### config.mk
export PLATFORM = sky130hd
export DESIGN_NAME = prof_ratio_counters
export DESIGN_NICKNAME = d
export VERILOG_FILES = /design/src/rtl/prof_ratio_counters.sv
export SDC_FILE = /design/constraint.sdc
export NUM_CORES = 1
export LEC_CHECK = 0
export ABC_CLOCK_PERIOD_IN_PS = 3100
export BUFFER_PORTS_ARGS = -buffer_cell sky130_fd_sc_hd__buf_2
export CORE_ASPECT_RATIO = 0.75
export CORE_MARGIN = 3
export CORE_UTILIZATION = 55
export DETAILED_ROUTE_END_ITERATION = 7
export PLACE_DENSITY = 0.86
export SETUP_SLACK_MARGIN = 0.02
export SLEW_MARGIN = 15
export SYNTH_ARGS = -nofsm -noshare
export SYNTH_HDL_FRONTEND = slang
export SYNTH_SLANG_ARGS = --single-unit
### constraint.sdc
create_clock -name clk -period 3.1 [get_ports clk]
set_input_delay 0.62 -clock clk [delete_from_list [all_inputs] [get_ports clk]]
set_output_delay 0.62 -clock clk [all_outputs]
set_load 0.005 [all_outputs]
### src/rtl/prof_ratio_counters.sv
module prof_ratio_counters #(
  parameter int W = 32
) (
  input  logic         clk,
  input  logic         rst_n,
  input  logic         freeze,
  input  logic         clear,
  input  logic         tx_act,
  input  logic         rx_act,
  input  logic         busy_act,
  input  logic [1:0]   rd_sel,
  output logic [W-1:0] rd_data
);
  localparam int N = 4;

  logic [N-1:0][W-1:0] cnt;
  logic [N-1:0][W:0]   sum;
  logic [N-1:0]        inc, carry;
  logic                halve;

  assign inc = {1'b1, busy_act, rx_act, tx_act};

  for (genvar g = 0; g < N; g++) begin : g_lane
    assign sum[g]   = {1'b0, cnt[g]} + (W+1)'(inc[g]);
    assign carry[g] = sum[g][W];
  end

  assign halve = |carry;

  always_ff @(posedge clk) begin
    if (!rst_n || clear) begin
      cnt <= '0;
    end else if (!freeze) begin
      for (int i = 0; i < N; i++)
        cnt[i] <= halve ? sum[i][W:1] : sum[i][W-1:0];
    end
  end

  assign rd_data = cnt[rd_sel];

  AST_CLEAR_ZERO: assert property (@(posedge clk) disable iff (!rst_n)
    clear |=> cnt == '0);
  AST_FREEZE_HOLD: assert property (@(posedge clk) disable iff (!rst_n)
    (freeze && !clear) |=> $stable(cnt));
  AST_CYCLE_MOVES: assert property (@(posedge clk) disable iff (!rst_n)
    (!freeze && !clear && !(&cnt[3])) |=> cnt[3] != $past(cnt[3]));
  AST_NO_WRAP: assert property (@(posedge clk) disable iff (!rst_n)
    (!freeze && !clear && &cnt[3]) |=> cnt[3] == {1'b1, {(W-1){1'b0}}});
  AST_CYCLE_DOMINATES: assert property (@(posedge clk) disable iff (!rst_n)
    (cnt[3] >= cnt[0]) && (cnt[3] >= cnt[1]) && (cnt[3] >= cnt[2]));
endmodule

; After elaboration in Yosys (flattened, before gate mapping)
; Index checks and enable logic that the tools add are counted.
[op_classes]
addsub = 4
magnitude_cmp = 1
muxes = 6
n_reduce_logical = 3
[ops]
columns = op, n
row1 = $mux W32, 5
row2 = $add A32 B1 Y33, 3
row3 = $bmux W32 S2, 1
row4 = $add A32 B1 Y33 const B, 1
row5 = $reduce_or A4 Y1, 1
row6 = $lt A2 B3 Y1 const B, 1
row7 = $logic_not A1 Y1, 1
row8 = $logic_or A1 B1 Y1, 1
[word_totals]
reg_bits = 128
wordCells = 18

; Longest topological paths before layout
; Gate-level depths: netlist of the first run.
[logic_depth]
ltp_word = 3
mapped_depth = 11
ltp_nobuf = 8

; Worst setup path after synthesis of the first run
; No wires, ideal clock.
[synth_path]
path_type = input -> register
from = input tx_act
to = register cnt[14] (netlist bit)
setup_time_ns = 0.158
arrival_ns = 2.860
path_slack_ns = 0.082
cell_stages = 11
path_cell_list = ha_1 -> ha_1 -> nand3_1 -> or4_1 -> or3_1 -> buf_2 -> o2111a_2 -> buf_6 -> buf_2 -> nor3_1 -> a2111oi_2
[synth_between]
elab_chain_cells = 3
[synth_rtl]
columns = element, line_no
row1 = "start, declared", 8  ; input logic tx_act,
row2 = $add A32 B1 Y33 *, 24  ; assign sum[g] = {1'b0, cnt[g]} + (W+1)'(inc[g]);
row3 = $reduce_or A4 Y1, 28  ; assign halve = |carry;
row4 = $mux W32 *, 35  ; cnt[i] <= halve ? sum[i][W:1] : sum[i][W-1:0];
row5 = "end signal, assigned by index", 35
row6 = "end, declared", 16  ; logic [N-1:0][W-1:0] cnt;
; Every way passes the cells marked *; elsewhere a longest branch is shown, timed or not.
; A chain may end at the register's enable or synchronous reset.

; Worst setup path after layout of the first run
[layout_path]
from = register cnt[0] (netlist bit)
to = register cnt[54] (netlist bit)
[layout_between]
elab_chain_cells = 3
[layout_rtl]
columns = element, line_no
row1 = $add A32 B1 Y33, 24
row2 = $reduce_or A4 Y1, 28
row3 = $mux W32, 35
; No other way between the ends.

==> results by group, run 1 <==
Synthesis
  – Largest area contributor in the netlist: dfxtp_1
  – Post-synth EDFFs: 0
  – Cells after Synth: 1125
  – Post-synth ARST share: 0%
  – #FFs+latches synth: about 130
  – YS warnings: 0
  – Mean Syn Cell Area: 8.25 µm²
  – Seq/Total Area, Yosys: between 20% and 30%
  – Distinct cells, synth: 48
  – Ys flop type: dfxtp_1
  – Synth top area cells: dfxtp_1 28%, nor3_1 11%, xnor2_1 8.5%
  – Syn Nets: approximately 1100
  – Post-synth top area share: 27.6%
  – Post-Syn Area: a little over 9000 µm²

Timing
  – Final Hold Fails: 0
  – Slew margin rel.: ~29%
  – RSZ-0062 raised after global routing: no
  – Final Skew: approximately 0.0099 ns
  – Tcrit/Tclk final: a little over nine tenths
  – Min cycle time layout: about 3 ns
  – Worst-margin pin slew: approximately 1.1 ns
  – Final setup vio count: 0
  – Final hold slack: roughly 0.54 ns
  – Slew Limit Fails: 0
  – Peak Freq: between 0.3 and 0.4 GHz

Worst setup path
  – Worst Setup Start Kind: flip-flop
  – Critical path endpoint category: flip-flop
  – Worst Setup Path Type: reg -> reg
  – Crit-path leading delay family: simple AND/OR/NAND/NOR gates
  – CP most frequent cell: ha_1
  – CP required: 3.42 ns
  – WP buf/inv: 2
  – FF-to-FF setup slack: between 0.15 and 0.2 ns
  – Worst path depth: 10
  – Critical path's slowest cell: or4_1
  – CP startpoint: cnt[0]$_SDFFE_PP0N_
  – Worst r2r dst: cnt[54]$_SDFFE_PP0N_
  – Reg-to-Reg Start: cnt[0]$_SDFFE_PP0N_
  – Reg2Reg Depth: 10
  – Crit-path cells: ha_1, ha_1, nand3_1, or4_1, or3_4, o2111ai_4, buf_12, buf_4, nor3_1, a211oi_1
  – Worst-path fanout max: 31
  – CP max stage delay: 0.52 ns
  – CP Data Arrival Time: approximately 3.3 ns
  – Crit path to: cnt[54]$_SDFFE_PP0N_

Power
  – P per Cell Area: 427 nW/µm²
  – Maximum vdd drop: 0.000245 V
  – LEAKAGE: between 3 and 4 nW
  – Total chip power: roughly 4.5 mW

Drt
  – WL final: ~28000 µm
  – Vias: about 9400
  – DR pass1 iterations: 6
  – Detailed Route Iter0 Violations: between 1500 and 2000
  – DRC errors left: 0
  – Routed Antenna Nets: 0
  – Via density: between 6 and 7
  – Wire per inst: 20.6 µm

Floorplan
  – Die Width: about 160 µm
  – Initial Util: between 50 and 60%
  – Core Rows: 40
  – CORE AREA: between 15000 and 20000 µm²
  – DIE AREA: ~18000 µm²
  – I/O pin count: 41
  – Chip height: 118 µm

Final layout
  – Max reg flops: approximately 130
  – Nets: about 1200
  – Antenna diodes: 0
  – Commonest non-fill, non-tap cell in the layout: nor3_1
  – Fillers: roughly 1300
  – Most frequent cells in the layout: 213 x nor3_1, 127 x dfxtp_1, 90 x xnor2_1, 83 x o21ai_0, 65 x and3_1
  – Largest regs: cnt (128)
  – Reg with most FFs: cnt
  – Finished Cell Area: around 10000 µm²
  – Area growth from synthesis to layout: 12.4%
  – Ratio of cells with drive above 1 in the final layout: 18.6%

Min path
  – Hold depth: 2
  – HP Class: reg -> reg

GRT
  – GR Util All Layers: 29.7%
  – Grt ovf: 0
  – Largest net degree at the start of global routing: ~130
  – First-pass GRT wire length: about 44000 µm
  – Antenna violations before repair: 0
  – Vias in the first global route: ~8500

Job
  – Maxcap violations: 0

Clock network
  – Skew-Pair Late Insertion Delay: ~0.43 ns
  – TritonCTS buffer count: 17
  – H-tree depth: 4
  – CTS root buffer: clkbuf_16
  – # clock sinks: between 100 and 150
  – CTS tree: done
  – Clock buffer depth: 2
  – Postcts setup bufs: 0
  – CTS clk-pin slew, worst paths: 0.06 ns

Placement
  – Dpl hpwl: approximately 19000 µm
  – Placed cell area: 9790 µm²
  – GPL Wtd Cong: around 0.97
  – Port Buf Inserts: 40

Status
  – Status: finished, final reports clean
==> power by group <==
group          switching (mW)  internal, mW  leakage, nW
Clock                   0.810          1.37        0.307
Sequential             0.0989          1.70         1.04
Combinational           0.270         0.200         2.16
==> layout make-up <==
type / instances / area, µm² / share of cell area (%)
clock inverters: 13 / 186 / 1.79
clock buffers: 19 / 443 / 4.25
inverters: 35 / 134 / 1.28
well taps: 210 / 263 / 2.52
flip-flops and latches: 128 / 2560 / 24.6
repair buffers: 91 / 727 / 6.97
multi-input cells: 861 / 6110 / 58.6
==> worst reg2reg max path, delay by kind of cell, from the launching register on <==
| family | cells | cell delay, ns |
|---|---|---|
| flip-flops | 1 | 0.39 |
| adder cells (fa/ha/maj) | 2 | 0.37 |
| AO/OA/AOI/OAI | 2 | 0.55 |
| buffers and inverters | 2 | 0.45 |
| AND/OR/NAND/NOR | 4 | 1.07 |
==> Yosys cell counts (2+ instances only) <==
library cell	count
a2111oi_1	6
a211oi_1	5
buf_6	9
dfxtp_1	128
a211oi_2	15
a31o_2	2
nor3_2	8
nor3_1	213
and2_1	3
o21a_1	2
mux4_2	32
inv_1	35
and3_1	65
or3_1	6
buf_4	6
nand4_1	51
a21oi_1	6
o31a_1	2
a2111oi_2	22
nand3_1	49
a31oi_1	7
and4_1	13
ha_1	7
xor2_1	20
or4_1	4
nor4_1	24
nor2_1	43
o2111a_1	15
clkbuf_1	70
nand2_1	50
and2_0	3
nor3b_1	2
xnor2_1	90
o21ai_0	83
or2_2	2
buf_2	15
==> stage by stage <==
stage / util, % / TNS [ns] / setup WS (ns) / instances
after floorplan: - / 0 / 0.0819 / 1125
after global placement: 60.2 / -0.209 / -0.0430 / 1325
after detailed placement: 60.2 / -1.08 / -0.121 / 1325
after CTS: 64.1 / 0 / 0.0668 / 1357
after global routing: 64.1 / 0 / 0.0335 / 1357
final: 64.1 / 0 / 0.155 / 1357
==> kinds of logic after synthesis <==
family | after synthesis | share of synthesized area, %
xor gates and xnor gates | 110 | 10.4
adders and majority gates | 7 | 0.944
DFF | 128 | 27.6
buffers and inverters | 136 | 6.67
and+or+nand+nor | 540 | 31.3
AOI/OAI and AO/OA | 172 | 15.4
muxes | 32 | 7.77
==> worst min-delay path by stage <==
stage,startpoint,endpoint,slack [ns]
floorplan,cnt[57]$_SDFFE_PP0N_,cnt[57]$_SDFFE_PP0N_,0.49
global placement,cnt[31]$_SDFFE_PP0N_,cnt[31]$_SDFFE_PP0N_,0.53
detailed placement,cnt[31]$_SDFFE_PP0N_,cnt[31]$_SDFFE_PP0N_,0.53
CTS,cnt[31]$_SDFFE_PP0N_,cnt[31]$_SDFFE_PP0N_,0.54
global route,cnt[79]$_SDFFE_PP0N_,cnt[79]$_SDFFE_PP0N_,0.59
finish,cnt[31]$_SDFFE_PP0N_,cnt[31]$_SDFFE_PP0N_,0.54
==> routing by layer <==
metal / track usage, % / vias to the layer above / share of wire [%]
li1: - / 4277 / -
met1: 42.0 / 4418 / 40
met2: 44.1 / 656 / 45
met3: 7.39 / 67 / 12
met4: 9.98 / 0 / 2.5
met5: 0 / - / 0
==> repair_timing <==
action                                  4_1_cts  5_1_grt
hold buffers                                  0        0
resized for setup                             0        2
endpoints found under the setup margin        0       70
Power figures use the tool's default switching activity.
==> run 2: changes to the inputs <==
--- a/config.mk
+++ b/config.mk
@@ -5,13 +5,13 @@
 export SDC_FILE = /design/constraint.sdc
 export NUM_CORES = 1
 export LEC_CHECK = 0
-export ABC_CLOCK_PERIOD_IN_PS = 3100
+export ABC_CLOCK_PERIOD_IN_PS = 3800
 export BUFFER_PORTS_ARGS = -buffer_cell sky130_fd_sc_hd__buf_2
 export CORE_ASPECT_RATIO = 0.75
 export CORE_MARGIN = 3
 export CORE_UTILIZATION = 55
 export DETAILED_ROUTE_END_ITERATION = 7
-export PLACE_DENSITY = 0.86
+export PLACE_DENSITY = 0.83
 export SETUP_SLACK_MARGIN = 0.02
 export SLEW_MARGIN = 15
 export SYNTH_ARGS = -nofsm -noshare
==> constraint.sdc (replaced) <==
create_clock -name clk -period 3.8 [get_ports clk]
set_input_delay 0.76 -clock clk [delete_from_list [all_inputs] [get_ports clk]]
set_output_delay 0.76 -clock clk [all_outputs]
set_load 0.005 [all_outputs]
==> run 2 against run 1 <==
Against the previous run:
- sequential share of layout area is 0.95 points higher
- via count is 4.1% lower
- clock skew is 0.00096 ns higher
- largest power group unchanged
- highest routed layer unchanged
==> results by group, run 2 (synthesized netlist as in run 1, its figures left out) <==
Worst setup path
  – Critical path's slowest cell: or4_1 (unchanged)
  – CP Data Arrival Time: 3.55 ns (was 3.26 ns)
  – WP buf/inv: 1 (was 2)
  – Critical path endpoint category: flip-flop (unchanged)
  – Crit-path leading delay family: simple AND/OR/NAND/NOR gates (unchanged)
  – CP required: 4.13 ns (was 3.42 ns)
  – CP most frequent cell: ha_1 (unchanged)
  – CP max stage delay: 0.50 ns (was 0.52 ns)
  – Worst-path fanout max: 59 (was 31)
  – Worst Setup Start Kind: flip-flop (unchanged)
  – Crit-path cells: ha_1, ha_1, nand3_1, or4_1, or3_1, o2111a_2, buf_12, and3_1, a2111oi_2 (was ha_1, ha_1, nand3_1, or4_1, or3_4, o2111ai_4, buf_12, buf_4, nor3_1, a211oi_1)
  – Worst Setup Path Type: reg -> reg (unchanged)
  – FF-to-FF setup slack: 0.58 ns (was 0.15 ns)

Final layout
  – Most frequent cells in the layout: 213 x nor3_1, 128 x dfxtp_1, 90 x xnor2_1, 83 x o21ai_0, 65 x and3_1 (was 213 x nor3_1, 127 x dfxtp_1, 90 x xnor2_1, 83 x o21ai_0, 65 x and3_1)
  – Reg with most FFs: cnt (unchanged)
  – Nets: 1116 (was 1150)
  – Antenna diodes: 0 (unchanged)
  – Ratio of cells with drive above 1 in the final layout: 15.6% (was 18.6%)
  – Max reg flops: 128 (unchanged)
  – Reg area: 2560 µm² (about the same)
  – Largest regs: cnt (128) (unchanged)
  – Multi-input gate area: 6110 µm² (about the same)
  – Area growth from synthesis to layout: 8.16% (was 12.4%)
  – Commonest non-fill, non-tap cell in the layout: nor3_1 (unchanged)
  – Fillers: 1334 (was 1250)

Timing
  – Slew margin rel.: 27.5% (was 28.6%)
  – Final Skew: 0.0109 ns (was 0.00992 ns)
  – Slew Limit Fails: 0 (unchanged)
  – Final setup vio count: 0 (unchanged)
  – Tcrit/Tclk final: 84.9% (was 95.0%)
  – Worst-margin pin slew: 1.09 ns (was 1.07 ns)
  – Min cycle time layout: 3.22 ns (was 2.95 ns)
  – Peak Freq: 0.310 GHz (was 0.340 GHz)
  – Final Hold Fails: 0 (unchanged)
  – RSZ-0062 raised after global routing: no (unchanged)
  – Final TNS setup: 0 ns (unchanged)
  – Final hold slack: 0.555 ns (was 0.545 ns)

GRT
  – First-pass GRT wire length: 42800 µm (was 44400 µm)
  – GR Util All Layers: 28.7% (was 29.7%)
  – Vias in the first global route: 7994 (was 8504)
  – Antenna violations before repair: 0 (unchanged)
  – Largest net degree at the start of global routing: 189 (was 127)
  – Grt ovf: 0 (unchanged)

Clock network
  – PostCTS Resize Cnt: 0 (unchanged)
  – Skew-Pair Late Insertion Delay: 0.44 ns (was 0.43 ns)
  – TritonCTS buffer count: 17 (unchanged)
  – CTS Hold Buffers Added: 0 (unchanged)
  – Postcts setup bufs: 0 (unchanged)
  – # clock sinks: 128 (unchanged)
  – CTS tree: done (unchanged)
  – CTS clk-pin slew, worst paths: 0.06 ns (about the same)
  – CTS root buffer: clkbuf_16 (unchanged)
  – Clock buffer depth: 2 (unchanged)
  – H-tree depth: 4 (unchanged)

Min path
  – HP Class: reg -> reg (unchanged)

Floorplan
  – DIE AREA: 18500 µm² (unchanged)
  – CORE AREA: 16300 µm² (unchanged)
  – I/O pin count: 41 (unchanged)
  – Core Rows: 40 (unchanged)
  – Chip height: 118 µm (unchanged)
  – Die Width: 156 µm (unchanged)
  – Initial Util: 57.1% (unchanged)

Power
  – Sw Share: 26.5% (about the same)
  – Power Internal: 2.52 mW (was 3.27 mW)
  – LEAKAGE: 3.29 nW (was 3.51 nW)
  – Clock power frac: 46.4% (was 49.0%)
  – Comb power frac: 10.7% (was 10.5%)
  – Reg power frac: 42.9% (was 40.5%)
  – Maximum vdd drop: 0.000246 V (was 0.000245 V)
  – P per Cell Area: 342 nW/µm² (was 427 nW/µm²)
  – Net Switching: 0.910 mW (was 1.18 mW)

Drt
  – Vias: 9028 (was 9418)
  – DR pass1 iterations: 6 (unchanged)
  – Via density: 6.83 (was 6.94)
  – WL final: 26500 µm (was 27900 µm)
  – Detailed Route Iter0 Violations: 1440 (was 1510)
  – Wire per inst: 20.0 µm (was 20.6 µm)
  – DRC errors left: 0 (unchanged)
  – Routed Antenna Nets: 0 (unchanged)

Placement
  – Dpl hpwl: 17900 µm (was 18700 µm)
  – GPL Wtd Cong: 0.965 (about the same)
  – Port Buf Inserts: 40 (unchanged)

Status
  – Status: finished, final reports clean (unchanged)

Job
  – Maxcap violations: 0 (unchanged)
[run 2: cell types whose count changed in the layout (fill, tap and decap cells not counted), moves of 2 or more]
cell,previous run,this run
clkbuf_1,1,3
clkinv_4,4,0
buf_4,40,11
bufinv_16,4,1
clkinv_2,3,5
clkbuf_8,1,5
buf_12,11,6
[run 2: worst paths after layout]
path | startpoint | endpoint | depth (start not counted)
worst max register to register | cnt[0]$_SDFFE_PP0N_ | cnt[46]$_SDFFE_PP0N_ | 9
worst max-delay path | cnt[0]$_SDFFE_PP0N_ | cnt[46]$_SDFFE_PP0N_ | 9
worst min register to register | cnt[31]$_SDFFE_PP0N_ | cnt[31]$_SDFFE_PP0N_ | 2
worst min-delay path | cnt[31]$_SDFFE_PP0N_ | cnt[31]$_SDFFE_PP0N_ | 2
[run 2: routing by layer]
metal	global-route usage [%]	wire [µm]
met2	41.4	11600
met5	0	0
met1	42.8	11600
met3	7.21	2810
met4	6.67	470
[run 2: cell type report]
class	count	area share [%]
multi-input combinational	861	60.9
sequential	128	25.5
clock inverter	6	0.548
clock buffer	25	5.04
timing repair buffer	57	4.08
inverter	35	1.33
tap	210	2.62
[run 2: per-stage QoR]
step / utilization (%) / area, µm² / power [mW] / worst slack [ns] / cells
floorplan: - / 9280 / 1.75 / 0.642 / 1125
detailed placement: 58.3 / 9480 / 1.86 / 0.239 / 1291
finish: 61.7 / 10000 / 3.43 / 0.576 / 1322
CTS: 61.7 / 10000 / 3.43 / 0.608 / 1322
global route: 61.7 / 10000 / 3.55 / 0.346 / 1322
global placement: 58.3 / 9480 / 1.85 / 0.326 / 1291
[run 2: worst register-to-register path, cell delays in order (launching register included)]
cell       delay, ns
dfxtp_1         0.40
ha_1            0.25
ha_1            0.24
nand3_1         0.14
or4_1           0.50
or3_1           0.45
o2111a_2        0.40
buf_12          0.21
and3_1          0.28
a2111oi_2       0.26
[run 2: power groups by stage]
stage | clock network (mW) | registers (mW) | logic (mW)
global placement | 0 | 1.49 | 0.353
floorplan | 0 | 1.46 | 0.295
detailed placement | 0 | 1.49 | 0.364
CTS | 1.60 | 1.47 | 0.365
global route | 1.67 | 1.48 | 0.404
finish | 1.59 | 1.47 | 0.368
==> run 3: changes to the inputs <==
--- a/config.mk
+++ b/config.mk
@@ -5,13 +5,14 @@
 export SDC_FILE = /design/constraint.sdc
 export NUM_CORES = 1
 export LEC_CHECK = 0
-export ABC_CLOCK_PERIOD_IN_PS = 3800
+export ABC_AREA = 1
+export ABC_CLOCK_PERIOD_IN_PS = 2900
 export BUFFER_PORTS_ARGS = -buffer_cell sky130_fd_sc_hd__buf_2
 export CORE_ASPECT_RATIO = 0.75
 export CORE_MARGIN = 3
 export CORE_UTILIZATION = 55
 export DETAILED_ROUTE_END_ITERATION = 7
-export PLACE_DENSITY = 0.83
+export PLACE_DENSITY = 0.86
 export SETUP_SLACK_MARGIN = 0.02
 export SLEW_MARGIN = 15
 export SYNTH_ARGS = -nofsm -noshare
==> constraint.sdc (replaced) <==
create_clock -name clk -period 2.9 [get_ports clk]
set_input_delay 0.58 -clock clk [delete_from_list [all_inputs] [get_ports clk]]
set_output_delay 0.58 -clock clk [all_outputs]
set_load 0.005 [all_outputs]
==> run 3 against run 2 <==
Against the previous run:
- sequential power is 30% higher
- final cell count up 71%
- die area increased by 15%
- maximum frequency rose by 30%
- synthesized cell count increased by 78%
- largest power group unchanged
==> results by group, run 3 <==
Worst setup path
  – CP most frequent cell: nand2_1 (was ha_1)
  – FF-to-FF setup slack: 0.41 ns (was 0.58 ns)
  – CP Data Arrival Time: 2.86 ns (was 3.55 ns)
  – Worst Setup Path Type: reg -> reg (unchanged)
  – WP buf/inv: 4 (was 1)
  – CP required: 3.27 ns (was 4.13 ns)
  – Worst Setup Start Kind: flip-flop (unchanged)
  – CP max stage delay: 0.41 ns (was 0.50 ns)
  – Crit-path cells: ha_1, ha_1, nand3_1, inv_1, nand2_2, nor2_4, nand2_1, nand2_1, inv_2, nand2_4, buf_12, nand2_1, nand3_1, nand2_1, inv_1 (was ha_1, ha_1, nand3_1, or4_1, or3_1, o2111a_2, buf_12, and3_1, a2111oi_2)
  – Critical path endpoint category: flip-flop (unchanged)
  – Critical path's slowest cell: dfxtp_1 (was or4_1)
  – Crit-path leading delay family: simple AND/OR/NAND/NOR gates (unchanged)
  – Worst-path fanout max: 31 (was 59)

Timing
  – Peak Freq: 0.402 GHz (was 0.310 GHz)
  – Final TNS setup: 0 ns (unchanged)
  – Worst-margin pin slew: 1.10 ns (was 1.09 ns)
  – RSZ-0062 raised after global routing: no (unchanged)
  – Min cycle time layout: 2.49 ns (was 3.22 ns)
  – Tcrit/Tclk final: 85.8% (was 84.9%)
  – Setup ws final: 0.411 ns (was 0.576 ns)
  – Final Hold Fails: 0 (unchanged)
  – Final setup vio count: 0 (unchanged)
  – Slew Limit Fails: 0 (unchanged)
  – Final Skew: 0.0137 ns (was 0.0109 ns)
  – Slew margin rel.: 26.8% (was 27.5%)

Power
  – Maximum vdd drop: 0.000307 V (was 0.000246 V)
  – LEAKAGE: 5.54 nW (was 3.29 nW)
  – Reg power frac: 40.5% (was 42.9%)
  – Comb power frac: 13.0% (was 10.7%)
  – Net Switching: 1.38 mW (was 0.910 mW)
  – Sw Share: 29.3% (was 26.5%)
  – Clock power frac: 46.6% (was 46.4%)
  – P per Cell Area: 403 nW/µm² (was 342 nW/µm²)
  – Power Internal: 3.34 mW (was 2.52 mW)

Placement
  – Worst slack, placed: 0.240 ns (was 0.239 ns)
  – Port Buf Inserts: 40 (unchanged)
  – GPL Wtd Cong: 1.00 (was 0.965)
  – Placed cell area: 11100 µm² (was 9480 µm²)
  – Dpl hpwl: 26200 µm (was 17900 µm)

Synthesis
  – #FFs+latches synth: 128 (unchanged)
  – Syn Nets: 2020 (was 1141)
  – Mean Syn Cell Area: 5.38 µm² (was 8.25 µm²)
  – Post-synth top area share: 26.9% (was 27.6%)
  – Largest area contributor in the netlist: nand2_1 (was dfxtp_1)
  – Post-synth ARST share: 0% (unchanged)
  – Post-synth EDFFs: 0 (unchanged)
  – Seq/Total Area, Yosys: 23.8% (was 27.6%)
  – Count leader, synth: nand2_1 (was nor3_1)
  – Ys flop type: dfxtp_1 (unchanged)
  – Cells after Synth: 2004 (was 1125)
  – Distinct cells, synth: 22 (was 48)
  – Synth top area cells: nand2_1 27%, dfxtp_1 24%, nor2_1 9.8% (was dfxtp_1 28%, nor3_1 11%, xnor2_1 8.5%)
  – Post-Syn Area: 10800 µm² (was 9280 µm²)
  – YS warnings: 0 (unchanged)
  – Commonest cells in the synthesized netlist: 771 x nand2_1, 281 x nor2_1, 234 x inv_1 (was 213 x nor3_1, 128 x dfxtp_1, 90 x xnor2_1)

Final layout
  – Multi-input gate area: 6810 µm² (was 6110 µm²)
  – Max reg flops: 128 (unchanged)
  – Fillers: 1843 (was 1334)
  – Reg area: 2560 µm² (unchanged)
  – Most frequent cells in the layout: 771 x nand2_1, 280 x nor2_1, 232 x inv_1, 188 x nand3_1, 144 x a21oi_1 (was 213 x nor3_1, 128 x dfxtp_1, 90 x xnor2_1, 83 x o21ai_0, 65 x and3_1)
  – Largest regs: cnt (128) (unchanged)
  – Commonest non-fill, non-tap cell in the layout: nand2_1 (was nor3_1)
  – Antenna diodes: 0 (unchanged)
  – Reg with most FFs: cnt (unchanged)
  – Nets: 2019 (was 1116)
  – Area growth from synthesis to layout: 8.80% (was 8.16%)
  – Ratio of cells with drive above 1 in the final layout: 6.40% (was 15.6%)
  – Final core utilization: 62.3% (was 61.7%)
  – Finished Cell Area: 11700 µm² (was 10000 µm²)

Floorplan
  – Die Width: 168 µm (was 156 µm)
  – Core Rows: 43 (was 40)
  – Chip height: 127 µm (was 118 µm)
  – DIE AREA: 21300 µm² (was 18500 µm²)
  – CORE AREA: 18800 µm² (was 16300 µm²)
  – Initial Util: 57.2% (was 57.1%)
  – I/O pin count: 41 (unchanged)

Status
  – Status: finished, final reports clean (unchanged)

Clock network
  – CTS tree: done (unchanged)
  – Skew-Pair Late Insertion Delay: 0.43 ns (was 0.44 ns)
  – CTS root buffer: clkbuf_16 (unchanged)
  – Postcts setup bufs: 0 (unchanged)
  – H-tree depth: 4 (unchanged)
  – Clock buffer depth: 2 (unchanged)
  – PostCTS Resize Cnt: 0 (unchanged)
  – CTS clk-pin slew, worst paths: 0.06 ns (about the same)
  – CTS Hold Buffers Added: 0 (unchanged)
  – # clock sinks: 128 (unchanged)
  – TritonCTS buffer count: 17 (unchanged)

GRT
  – GR Util All Layers: 33.8% (was 28.7%)
  – First-pass GRT wire length: 58500 µm (was 42800 µm)
  – Antenna violations before repair: 0 (unchanged)
  – Vias in the first global route: 11130 (was 7994)
  – Largest net degree at the start of global routing: 84 (was 189)
  – Grt ovf: 0 (unchanged)

Drt
  – Detailed Route Iter0 Violations: 1884 (was 1440)
  – DRC errors left: 0 (unchanged)
  – Via density: 5.63 (was 6.83)
  – WL final: 36400 µm (was 26500 µm)
  – DR pass1 iterations: 6 (unchanged)
  – Vias: 12747 (was 9028)
  – Wire per inst: 16.1 µm (was 20.0 µm)
  – Routed Antenna Nets: 0 (unchanged)

Job
  – Maxcap violations: 0 (unchanged)

Min path
  – HP Class: in -> reg (was reg -> reg)
[run 3: through the flow]
stage | total power, mW | std cells | hold slack, ns
after floorplan | 2.33 | 2004 | 0.528
after global placement | 2.52 | 2231 | 0.563
after detailed placement | 2.54 | 2231 | 0.590
after CTS | 4.73 | 2263 | 0.598
after global routing | 4.89 | 2263 | 0.627
final | 4.73 | 2263 | 0.602
[run 3: layout make-up]
cell class | instances | share of cell area (%)
Sequential cell | 128 | 21.9
Clock inverter | 12 | 1.14
Timing Repair Buffer | 71 | 4.65
Multi-Input combinational cell | 1545 | 58.1
Tap cell | 247 | 2.64
Inverter | 240 | 7.73
Clock buffer | 20 | 3.90
[run 3: worst register-to-register path: stages (launching register included)]
cell and delay, ns:
dfxtp_1 0.41, ha_1 0.22, ha_1 0.18, nand3_1 0.15
inv_1 0.11, nand2_2 0.11, nor2_4 0.13, nand2_1 0.10
nand2_1 0.16, inv_2 0.06, nand2_4 0.27, buf_12 0.24
nand2_1 0.08, nand3_1 0.08, nand2_1 0.08, inv_1 0.06
[run 3: worst paths after layout]
kind | startpoint | end | cells past startpoint
max | cnt[32]$_SDFFE_PP0N_ | cnt[26]$_SDFFE_PP0N_ | 15
min | busy_act | cnt[64]$_SDFFE_PP0N_ | 6
max reg2reg | cnt[32]$_SDFFE_PP0N_ | cnt[26]$_SDFFE_PP0N_ | 15
min reg2reg | cnt[31]$_SDFFE_PP0N_ | cnt[31]$_SDFFE_PP0N_ | 2
[run 3: routing by layer]
layer / part of all wire [%] / global-route usage, % / vias to the layer above
li1: - / - / 6173
met1: 43 / 49.2 / 5726
met2: 41 / 49.4 / 766
met3: 13 / 8.41 / 82
met4: 2.8 / 10.3 / 0
met5: 0 / 0 / -
[run 3: logic make-up (layout without fill, tap and decap cells)]
logic type | after synthesis | in the layout | share of synthesized area [%]
AO/OA/AOI/OAI | 206 | 206 | 9.72
flip-flops | 128 | 128 | 23.8
adder cells (fa/ha/maj) | 7 | 7 | 0.813
AND/OR/NAND/NOR | 1269 | 1269 | 47.5
XOR/XNOR | 63 | 63 | 5.12
buffers and inverters | 331 | 343 | 13.1
[run 3: power by group through the flow]
stage | clock network (mW) | registers [mW] | logic [mW]
finish | 2.20 | 1.91 | 0.612
global placement | 0 | 1.94 | 0.579
global route | 2.29 | 1.92 | 0.676
detailed placement | 0 | 1.94 | 0.596
floorplan | 0 | 1.91 | 0.421
CTS | 2.22 | 1.91 | 0.600
